`src/rtl/bcdcal_pkg.sv`:
```
package bcdcal_pkg;

    localparam int NFIELD = 8;

    localparam logic [3:0] A_SEC  = 4'h0;
    localparam logic [3:0] A_MIN  = 4'h2;
    localparam logic [3:0] A_HR   = 4'h4;
    localparam logic [3:0] A_DATE = 4'h6;
    localparam logic [3:0] A_DOW  = 4'h8;
    localparam logic [3:0] A_MON  = 4'h9;
    localparam logic [3:0] A_YR   = 4'hA;
    localparam logic [3:0] A_CTRL = 4'hE;
    localparam logic [3:0] A_CEN  = 4'hF;

    localparam int HOLD_BIT = 3;
    localparam int H24_BIT  = 1;

    // field order: index 0 = seconds (lsb) ... index 7 = century (msb)
    typedef struct packed {
        logic [7:0] cen;
        logic [7:0] yr;
        logic [7:0] mon;
        logic [7:0] dow;
        logic [7:0] date;
        logic [7:0] hr;
        logic [7:0] min;
        logic [7:0] sec;
    } caltime_t;

    localparam caltime_t TIME_AT_RESET = '{cen: 8'h20, yr: 8'h00, mon: 8'h01,
                                           dow: 8'h07, date: 8'h01, hr: 8'h00,
                                           min: 8'h00, sec: 8'h00};

    function automatic logic [6:0] bcd2bin(input logic [7:0] b);
        return 7'(b[7:4]) * 7'd10 + 7'(b[3:0]);
    endfunction

    function automatic logic [7:0] bin2bcd(input logic [6:0] v);
        logic [6:0] tens, ones;
        tens = v / 7'd10;
        ones = v % 7'd10;
        return {tens[3:0], ones[3:0]};
    endfunction

    function automatic logic [7:0] bcd_inc(input logic [7:0] b);
        if (b[3:0] >= 4'd9) return {b[7:4] + 4'd1, 4'd0};
        else                return b + 8'd1;
    endfunction

    function automatic logic [7:0] month_len(input logic [7:0] mon, input logic [7:0] yr);
        logic [6:0] yb;
        yb = bcd2bin(yr);
        case (mon)
            8'h02:                      return (yb[1:0] == 2'd0) ? 8'h29 : 8'h28;
            8'h04, 8'h06, 8'h09, 8'h11: return 8'h30;
            default:                    return 8'h31;
        endcase
    endfunction

    function automatic logic [7:0] hr24_to_12(input logic [7:0] h);
        logic [6:0] hb;
        hb = bcd2bin(h & 8'h3F);
        if (hb == 7'd0)       return 8'h12;
        else if (hb < 7'd12)  return h & 8'h3F;
        else if (hb == 7'd12) return 8'h92;
        else                  return 8'h80 | bin2bcd(hb - 7'd12);
    endfunction

    function automatic logic [7:0] hr12_to_24(input logic [7:0] b);
        logic [6:0] hb;
        hb = bcd2bin(b & 8'h1F);
        if (hb == 7'd12)  hb = b[7] ? 7'd12 : 7'd0;
        else if (b[7])    hb = hb + 7'd12;
        return bin2bcd(hb);
    endfunction

    function automatic logic [7:0] field_mask(input logic [2:0] idx, input logic h24);
        case (idx)
            3'd0, 3'd1: return 8'h7F;
            3'd2:       return h24 ? 8'h3F : 8'h9F;
            3'd3:       return 8'h3F;
            3'd4:       return 8'h07;
            3'd5:       return 8'h1F;
            default:    return 8'hFF;
        endcase
    endfunction

    // returns {valid, index}
    function automatic logic [3:0] field_of(input logic [3:0] a);
        case (a)
            A_SEC:   return 4'b1_000;
            A_MIN:   return 4'b1_001;
            A_HR:    return 4'b1_010;
            A_DATE:  return 4'b1_011;
            A_DOW:   return 4'b1_100;
            A_MON:   return 4'b1_101;
            A_YR:    return 4'b1_110;
            A_CEN:   return 4'b1_111;
            default: return 4'b0_000;
        endcase
    endfunction

    function automatic caltime_t step_second(input caltime_t t);
        caltime_t r;
        r = t;
        if (t.sec < 8'h59) r.sec = bcd_inc(t.sec);
        else begin
            r.sec = 8'h00;
            if (t.min < 8'h59) r.min = bcd_inc(t.min);
            else begin
                r.min = 8'h00;
                if (t.hr < 8'h23) r.hr = bcd_inc(t.hr);
                else begin
                    r.hr  = 8'h00;
                    r.dow = (t.dow >= 8'h07) ? 8'h01 : bcd_inc(t.dow);
                    if (t.date < month_len(t.mon, t.yr)) r.date = bcd_inc(t.date);
                    else begin
                        r.date = 8'h01;
                        if (t.mon < 8'h12) r.mon = bcd_inc(t.mon);
                        else begin
                            r.mon = 8'h01;
                            if (t.yr < 8'h99) r.yr = bcd_inc(t.yr);
                            else begin
                                r.yr  = 8'h00;
                                r.cen = (t.cen >= 8'h99) ? 8'h00 : bcd_inc(t.cen);
                            end
                        end
                    end
                end
            end
        end
        return r;
    endfunction

endpackage

```
`src/rtl/bcdcal_prescale.sv`:
```
module bcdcal_prescale #(
    parameter int DIV0 = 8,
    parameter int DIV1 = 64,
    parameter int DIV2 = 64
) (
    input  logic clk,
    input  logic rst_n,
    input  logic tick_en,
    input  logic test_sec_en,
    output logic sec_pulse
);
    localparam int NSTG = 3;

    logic [NSTG:0] stage_en;

    assign stage_en[0] = tick_en;

    genvar g;
    generate
        for (g = 0; g < NSTG; g++) begin : g_stage
            localparam int DV = (g == 0) ? DIV0 : (g == 1) ? DIV1 : DIV2;
            localparam int SW = $clog2(DV);

            logic [SW-1:0] cnt_d, cnt_q;
            logic          wrap;

            always_comb begin
                cnt_d = cnt_q;
                wrap  = stage_en[g] && (cnt_q == SW'(DV - 1));
                if (stage_en[g]) cnt_d = wrap ? '0 : cnt_q + SW'(1);
            end

            always_ff @(posedge clk) begin
                if (!rst_n) cnt_q <= '0;
                else        cnt_q <= cnt_d;
            end

            assign stage_en[g+1] = wrap;
        end
    endgenerate

    assign sec_pulse = stage_en[NSTG] | test_sec_en;

endmodule

```
`src/rtl/bcdcal_counter.sv`:
```
module bcdcal_counter
    import bcdcal_pkg::*;
(
    input  logic              clk,
    input  logic              rst_n,
    input  logic              sec_pulse,
    input  logic              load_en,
    input  logic [NFIELD-1:0] load_mask,
    input  caltime_t          load_val,
    output caltime_t          cnt
);
    caltime_t cnt_d, cnt_q;
    caltime_t merged;

    always_comb begin
        merged = cnt_q;
        if (load_en) begin
            for (int i = 0; i < NFIELD; i++) begin
                if (load_mask[i]) merged[i*8 +: 8] = load_val[i*8 +: 8];
            end
        end
        cnt_d = sec_pulse ? step_second(merged) : merged;
    end

    always_ff @(posedge clk) begin
        if (!rst_n) cnt_q <= TIME_AT_RESET;
        else        cnt_q <= cnt_d;
    end

    assign cnt = cnt_q;

endmodule

```
`src/rtl/bcdcal_regfile.sv`:
```
module bcdcal_regfile
    import bcdcal_pkg::*;
(
    input  logic              clk,
    input  logic              rst_n,
    input  logic [3:0]        bus_addr,
    input  logic              bus_wr,
    input  logic [7:0]        bus_wdata,
    input  logic              bus_rd,
    output logic [7:0]        bus_rdata,
    input  logic              sec_pulse,
    input  caltime_t          cnt,
    output logic              load_en,
    output logic [NFIELD-1:0] load_mask,
    output caltime_t          load_val,
    output logic              refresh_en,
    output logic              hold,
    output logic [7:0]        shown_sec
);
    typedef struct packed {
        caltime_t          shown;
        logic              hold;
        logic              h24;
        logic [NFIELD-1:0] dirty;
        logic              pend;
        logic [7:0]        rdata;
    } rf_state_t;

    rf_state_t s_d, s_q;

    logic [3:0] wsel;
    logic [2:0] widx;
    logic [7:0] rd_val;

    assign wsel = field_of(bus_addr);
    assign widx = wsel[2:0];

    function automatic caltime_t present(input caltime_t t, input logic h24);
        caltime_t r;
        r    = t;
        r.hr = h24 ? t.hr : hr24_to_12(t.hr);
        return r;
    endfunction

    always_comb begin
        if (bus_addr == A_CTRL)
            rd_val = {4'b0, s_q.hold, 1'b0, s_q.h24, 1'b0};
        else if (wsel[3])
            rd_val = s_q.shown[{widx, 3'b000} +: 8] & field_mask(widx, s_q.h24);
        else
            rd_val = 8'h00;
    end

    always_comb begin
        s_d       = s_q;
        load_en   = 1'b0;
        load_mask = '0;

        if (bus_wr) begin
            if (bus_addr == A_CTRL) begin
                s_d.hold = bus_wdata[HOLD_BIT];
                s_d.h24  = bus_wdata[H24_BIT];
                if (s_q.hold && !bus_wdata[HOLD_BIT]) begin
                    load_en   = 1'b1;
                    load_mask = s_q.dirty;
                    s_d.dirty = '0;
                end
            end else if (wsel[3]) begin
                s_d.shown[{widx, 3'b000} +: 8] = bus_wdata & field_mask(widx, s_q.h24);
                if (s_q.hold) s_d.dirty[widx] = 1'b1;
            end
        end

        // the refresh decided at the last step lands regardless of a newer hold
        if (s_q.pend) s_d.shown = present(cnt, s_q.h24);

        s_d.pend = sec_pulse && !s_q.hold;

        if (bus_rd) s_d.rdata = rd_val;
    end

    always_comb begin
        load_val    = s_q.shown;
        load_val.hr = s_q.h24 ? (s_q.shown.hr & 8'h3F) : hr12_to_24(s_q.shown.hr);
    end

    always_ff @(posedge clk) begin
        if (!rst_n) begin
            s_q.shown <= present(TIME_AT_RESET, 1'b0);
            s_q.hold  <= 1'b0;
            s_q.h24   <= 1'b0;
            s_q.dirty <= '0;
            s_q.pend  <= 1'b0;
            s_q.rdata <= 8'h00;
        end else begin
            s_q <= s_d;
        end
    end

    assign bus_rdata  = s_q.rdata;
    assign refresh_en = s_q.pend;
    assign hold       = s_q.hold;
    assign shown_sec  = s_q.shown.sec;

endmodule

```
`src/rtl/bcdcal_top.sv`:
```
module bcdcal_top
    import bcdcal_pkg::*;
#(
    parameter int DIV0 = 8,
    parameter int DIV1 = 64,
    parameter int DIV2 = 64
) (
    input  logic       clk,
    input  logic       rst_n,
    input  logic       tick32k_en,
    input  logic       fast_sec_en,
    input  logic [3:0] bus_addr,
    input  logic       bus_wr,
    input  logic [7:0] bus_wdata,
    input  logic       bus_rd,
    output logic [7:0] bus_rdata
);
    logic              sec_pulse;
    logic              load_en;
    logic [NFIELD-1:0] load_mask;
    caltime_t          load_val;
    caltime_t          cnt;
    logic              refresh_en;
    logic              inhibit;
    logic [7:0]        shown_sec;

    bcdcal_prescale #(.DIV0(DIV0), .DIV1(DIV1), .DIV2(DIV2)) u_pre (
        .clk         (clk),
        .rst_n       (rst_n),
        .tick_en     (tick32k_en),
        .test_sec_en (fast_sec_en),
        .sec_pulse   (sec_pulse)
    );

    bcdcal_counter u_cnt (
        .clk       (clk),
        .rst_n     (rst_n),
        .sec_pulse (sec_pulse),
        .load_en   (load_en),
        .load_mask (load_mask),
        .load_val  (load_val),
        .cnt       (cnt)
    );

    bcdcal_regfile u_rf (
        .clk        (clk),
        .rst_n      (rst_n),
        .bus_addr   (bus_addr),
        .bus_wr     (bus_wr),
        .bus_wdata  (bus_wdata),
        .bus_rd     (bus_rd),
        .bus_rdata  (bus_rdata),
        .sec_pulse  (sec_pulse),
        .cnt        (cnt),
        .load_en    (load_en),
        .load_mask  (load_mask),
        .load_val   (load_val),
        .refresh_en (refresh_en),
        .hold       (inhibit),
        .shown_sec  (shown_sec)
    );

endmodule

```
`config.mk`:
```
export PLATFORM = sky130hd
export DESIGN_NAME = bcdcal_top
export DESIGN_NICKNAME = d
export VERILOG_FILES = /design/src/rtl/bcdcal_pkg.sv /design/src/rtl/bcdcal_prescale.sv /design/src/rtl/bcdcal_counter.sv /design/src/rtl/bcdcal_regfile.sv /design/src/rtl/bcdcal_top.sv
export SDC_FILE = /design/constraint.sdc
export NUM_CORES = 1
export LEC_CHECK = 0
export CORE_MARGIN = 10
export CORE_UTILIZATION = 40
export DETAILED_ROUTE_END_ITERATION = 12
export PLACE_DENSITY = 0.65
export SLEW_MARGIN = 10
export SYNTH_ARGS = -nofsm -noshare
export SYNTH_HDL_FRONTEND = slang
export SYNTH_SLANG_ARGS = --single-unit
```
`constraint.sdc`:
```
create_clock -name clk -period 6.72 [get_ports clk]
set_clock_uncertainty 0.2 [all_clocks]
set_input_delay 1.008 -clock clk [delete_from_list [all_inputs] [get_ports clk]]
set_output_delay 1.008 -clock clk [all_outputs]
set_load 0.1 [all_outputs]
```
==> flow_metrics.env <==
export IMPL_grt_overflow=0
export IMPL_post_place_ws_ps=-78.58
export IMPL_syn_inst=1346
export IMPL_worstPathRequired_ps=6890
export IMPL_tightest_slew_ps=1106
export IMPL_finalPower_uw=2338
export IMPL_worst_slack_ps=277.5
export IMPL_antenna_found_initial=1
export IMPL_synth_yosys_seq_area_share_pct=29.46
export IMPL_max_cap_violations=0
export IMPL_wl_per_cell_um=21.27
export IMPL_grt_pass1_wl_mm=56.01
export IMPL_cts_made_buffers=17
export IMPL_use_met2_pct=32.02
export IMPL_vdd_drop_max_uv=184.3
export IMPL_dieHeight_um=185.9
export IMPL_seqCellArea_um2=3247
export IMPL_fmax_mhz=155.2
export IMPL_status="completed"
export IMPL_ys_top_cells_by_count="dfxtp_1, nor2_1, nand2_1"
export IMPL_r2r_cells=29
export IMPL_fin_crit_ps=6442
export IMPL_track_usage_pct=20.49
export IMPL_busiest_layer="met2"
export IMPL_viasPerCell=6.299
export IMPL_initial_core_util_pct=40.74
export IMPL_synth_top_cells_by_area="dfxtp_1, ha_1, mux2i_1, nor2_1, a21oi_1"
export IMPL_grt_pass1_vias=10016
export IMPL_grt_max_degree=76
export IMPL_root_buffer="clkbuf_16"
export IMPL_cts_hold_fix_buffers=0
export IMPL_drcViolationCount=0
export IMPL_fillers=2656
export IMPL_grt_util_met1_pct=27.27
export IMPL_final_max_slew_violation_count=0
export IMPL_crit_type="reg2reg"
export IMPL_clock_sinks=162
export IMPL_clkLatencyLatePin_ps=450
export IMPL_cp_arrival_ps=6610
export IMPL_totalWireLength_mm=36.24
export IMPL_dieArea_um2=34560
export IMPL_synth_async_reset_ratio_pct=0
export IMPL_slew_limit_headroom_pct=25.11
export IMPL_synth_cell_area_um2=11010
export IMPL_cts_max_level=4
export IMPL_stdcell_count=1704
export IMPL_regToRegSetupSlack_ps=280
export IMPL_timing_rr_start="u_rf.s_q[36]"
export IMPL_synth_fp_nets=1436
export IMPL_dr_pass1_iters=11
export IMPL_cts_tree="yes"
export IMPL_num_vias=10733
export IMPL_p_leak_uw=0.005091
export IMPL_yosysMostFrequentCell="dfxtp_1"
export IMPL_crit_slowest_cell="or3b_4"
export IMPL_ant_nets=0
export IMPL_slowest_delay_ps=430
export IMPL_hpwl_mm=25.87
export IMPL_rows=60
export IMPL_worst_path_stages=29
export IMPL_period_share_pct=95.87
export IMPL_avgSynthCellArea_um2=8.179
export IMPL_setup_viol=0
export IMPL_grt_use_met3_pct=3.217
export IMPL_utilization_pct=45.49
export IMPL_hold_path_class="reg2reg"
export IMPL_final_nets=1439
export IMPL_cpMostUsedCell="ha_1"
export IMPL_core_area_um2=27030
export IMPL_power_density_nw_per_um2=190.2
export IMPL_whs_path_depth=2
export IMPL_setup_worst_path_start_class="register"
export IMPL_synth_top_cell_by_area="dfxtp_1"
export IMPL_synth_edf_count=0
export IMPL_syn_to_final_growth_pct=11.66
export IMPL_drtIter0Drc=1344
export IMPL_crit_family="compound AO/OA/AOI/OAI gates"
export IMPL_place_area_um2=11570
export IMPL_dp_cells=1666
export IMPL_yosys_warnings=0
export IMPL_clk_pin_slew_ps=80
export IMPL_fin_area_um2=12290
export IMPL_hold_violations=0
export IMPL_synth_distinct_cells=99
export IMPL_ys_seq_elements=162
export IMPL_crit_buf_inv=4
export IMPL_final_layout_size_suffix_gt1_share_pct=10.50
export IMPL_ios=26
export IMPL_path_max_fanout=16
export IMPL_io_buffer_count=25
export IMPL_die_w_um=185.9
export IMPL_endpoint_kind="register"
export IMPL_critical_path_startpoint="u_rf.s_q[36]"
export IMPL_synthFlopType="dfxtp_1"
export IMPL_multi_input_area_um2=7226
export IMPL_clock_path_buffers=2
export IMPL_routabilityCongestion=0.9447
export IMPL_synth_top_cell_area_share_pct=29.46
export IMPL_hold_start="u_pre.g_stage[1].cnt_q[5]"
## sequential cells by signal, summed over array words and instances, names as in the netlist
register             cells
u_cnt.cnt               64
u_rf.load_val           48
u_rf.s_q                17
u_pre.g_stage.cnt_q     15
u_rf.bus_rdata           8
u_rf.shown_sec           8
u_rf.hold                1
u_rf.refresh_en          1
## routing by layer
metal	vias to the layer above	wire (um)
li1	5056	-
met5	-	0
met4	0	1205
met1	5137	15950
met3	68	2786
met2	472	16300
## final timing paths
| check | to |
|---|---|
| worst min register to register | u_pre.g_stage[1].cnt_q[5] |
| worst max register to register | u_cnt.cnt[26] |
| worst min-delay path | u_pre.g_stage[1].cnt_q[5] |
| worst max-delay path | u_cnt.cnt[26] |
## worst min-delay path, delay by kind of cell (launching register included)
family           cells  cell delay (ps)
AO/OA/AOI/OAI        1               50
flip-flops           1              320
AND/OR/NAND/NOR      1               50
## per-stage QoR
stage / setup TNS (ps) / hold WS [ps]
floorplan: 0 / 235.4
CTS: 0 / 267.1
finish: 0 / 266.1
global route: -180.6 / 290.8
detailed placement: -290.5 / 256.9
global placement: 0 / 249.0
## cell usage in the layout (no fill, tap or decap), types with 7 or more instances in the layout
master / n
dfxtp_1: 159
nor2_1: 154
nand2_1: 105
a21oi_1: 87
ha_1: 71
inv_1: 69
mux2i_1: 58
nand3_1: 50
o21ai_0: 45
a222oi_1: 41
buf_4: 32
a31oi_1: 30
nor3_1: 29
o22ai_1: 28
clkdlybuf4s50_1: 24
mux2_2: 23
and2_1: 17
clkbuf_16: 17
nand4_1: 16
nand2b_1: 15
a211oi_1: 14
and3_1: 13
xnor2_1: 12
nor4_1: 11
nor2b_1: 10
a21o_1: 9
o221ai_1: 9
o211ai_1: 8
xor2_1: 8
a211o_1: 8
o21ai_1: 7
o31ai_1: 7
a221o_1: 7
## what timing repair did
action / in CTS / in global routing
gates resized for setup: 1 / 15
pin swaps: 1 / 5
setup buffers: 1 / 4
cloned: 0 / 0
setup endpoints to repair: 13 / 47
## power by group
| part | switching, uW | leakage, uW | internal [uW] | total (uW) |
|---|---|---|---|---|
| logic | 246 | 0.00349 | 127 | 373 |
| registers | 13.5 | 0.00131 | 972 | 986 |
| clock network | 480 | 0.000288 | 499 | 979 |
| total | 739 | 0.00509 | 1600 | 2340 |
## logic make-up after synthesis
group	synth area share [%]
XOR/XNOR	1.739
multiplexers	8.069
AND/OR/NAND/NOR	20.80
flip-flops	29.46
AO/OA/AOI/OAI	26.06
adder cells (fa/ha/maj)	8.251
buffers and inverters	5.626
## area by class of cell
class	count	area share (%)
multi-input combinational	1035	58.78
sequential	162	26.41
timing repair buffer	60	4.366
tap	341	3.471
clock buffer	17	3.461
inverter	73	2.239
clock inverter	15	1.252
antenna	1	0.02036
(Power assumes the default switching activity.)
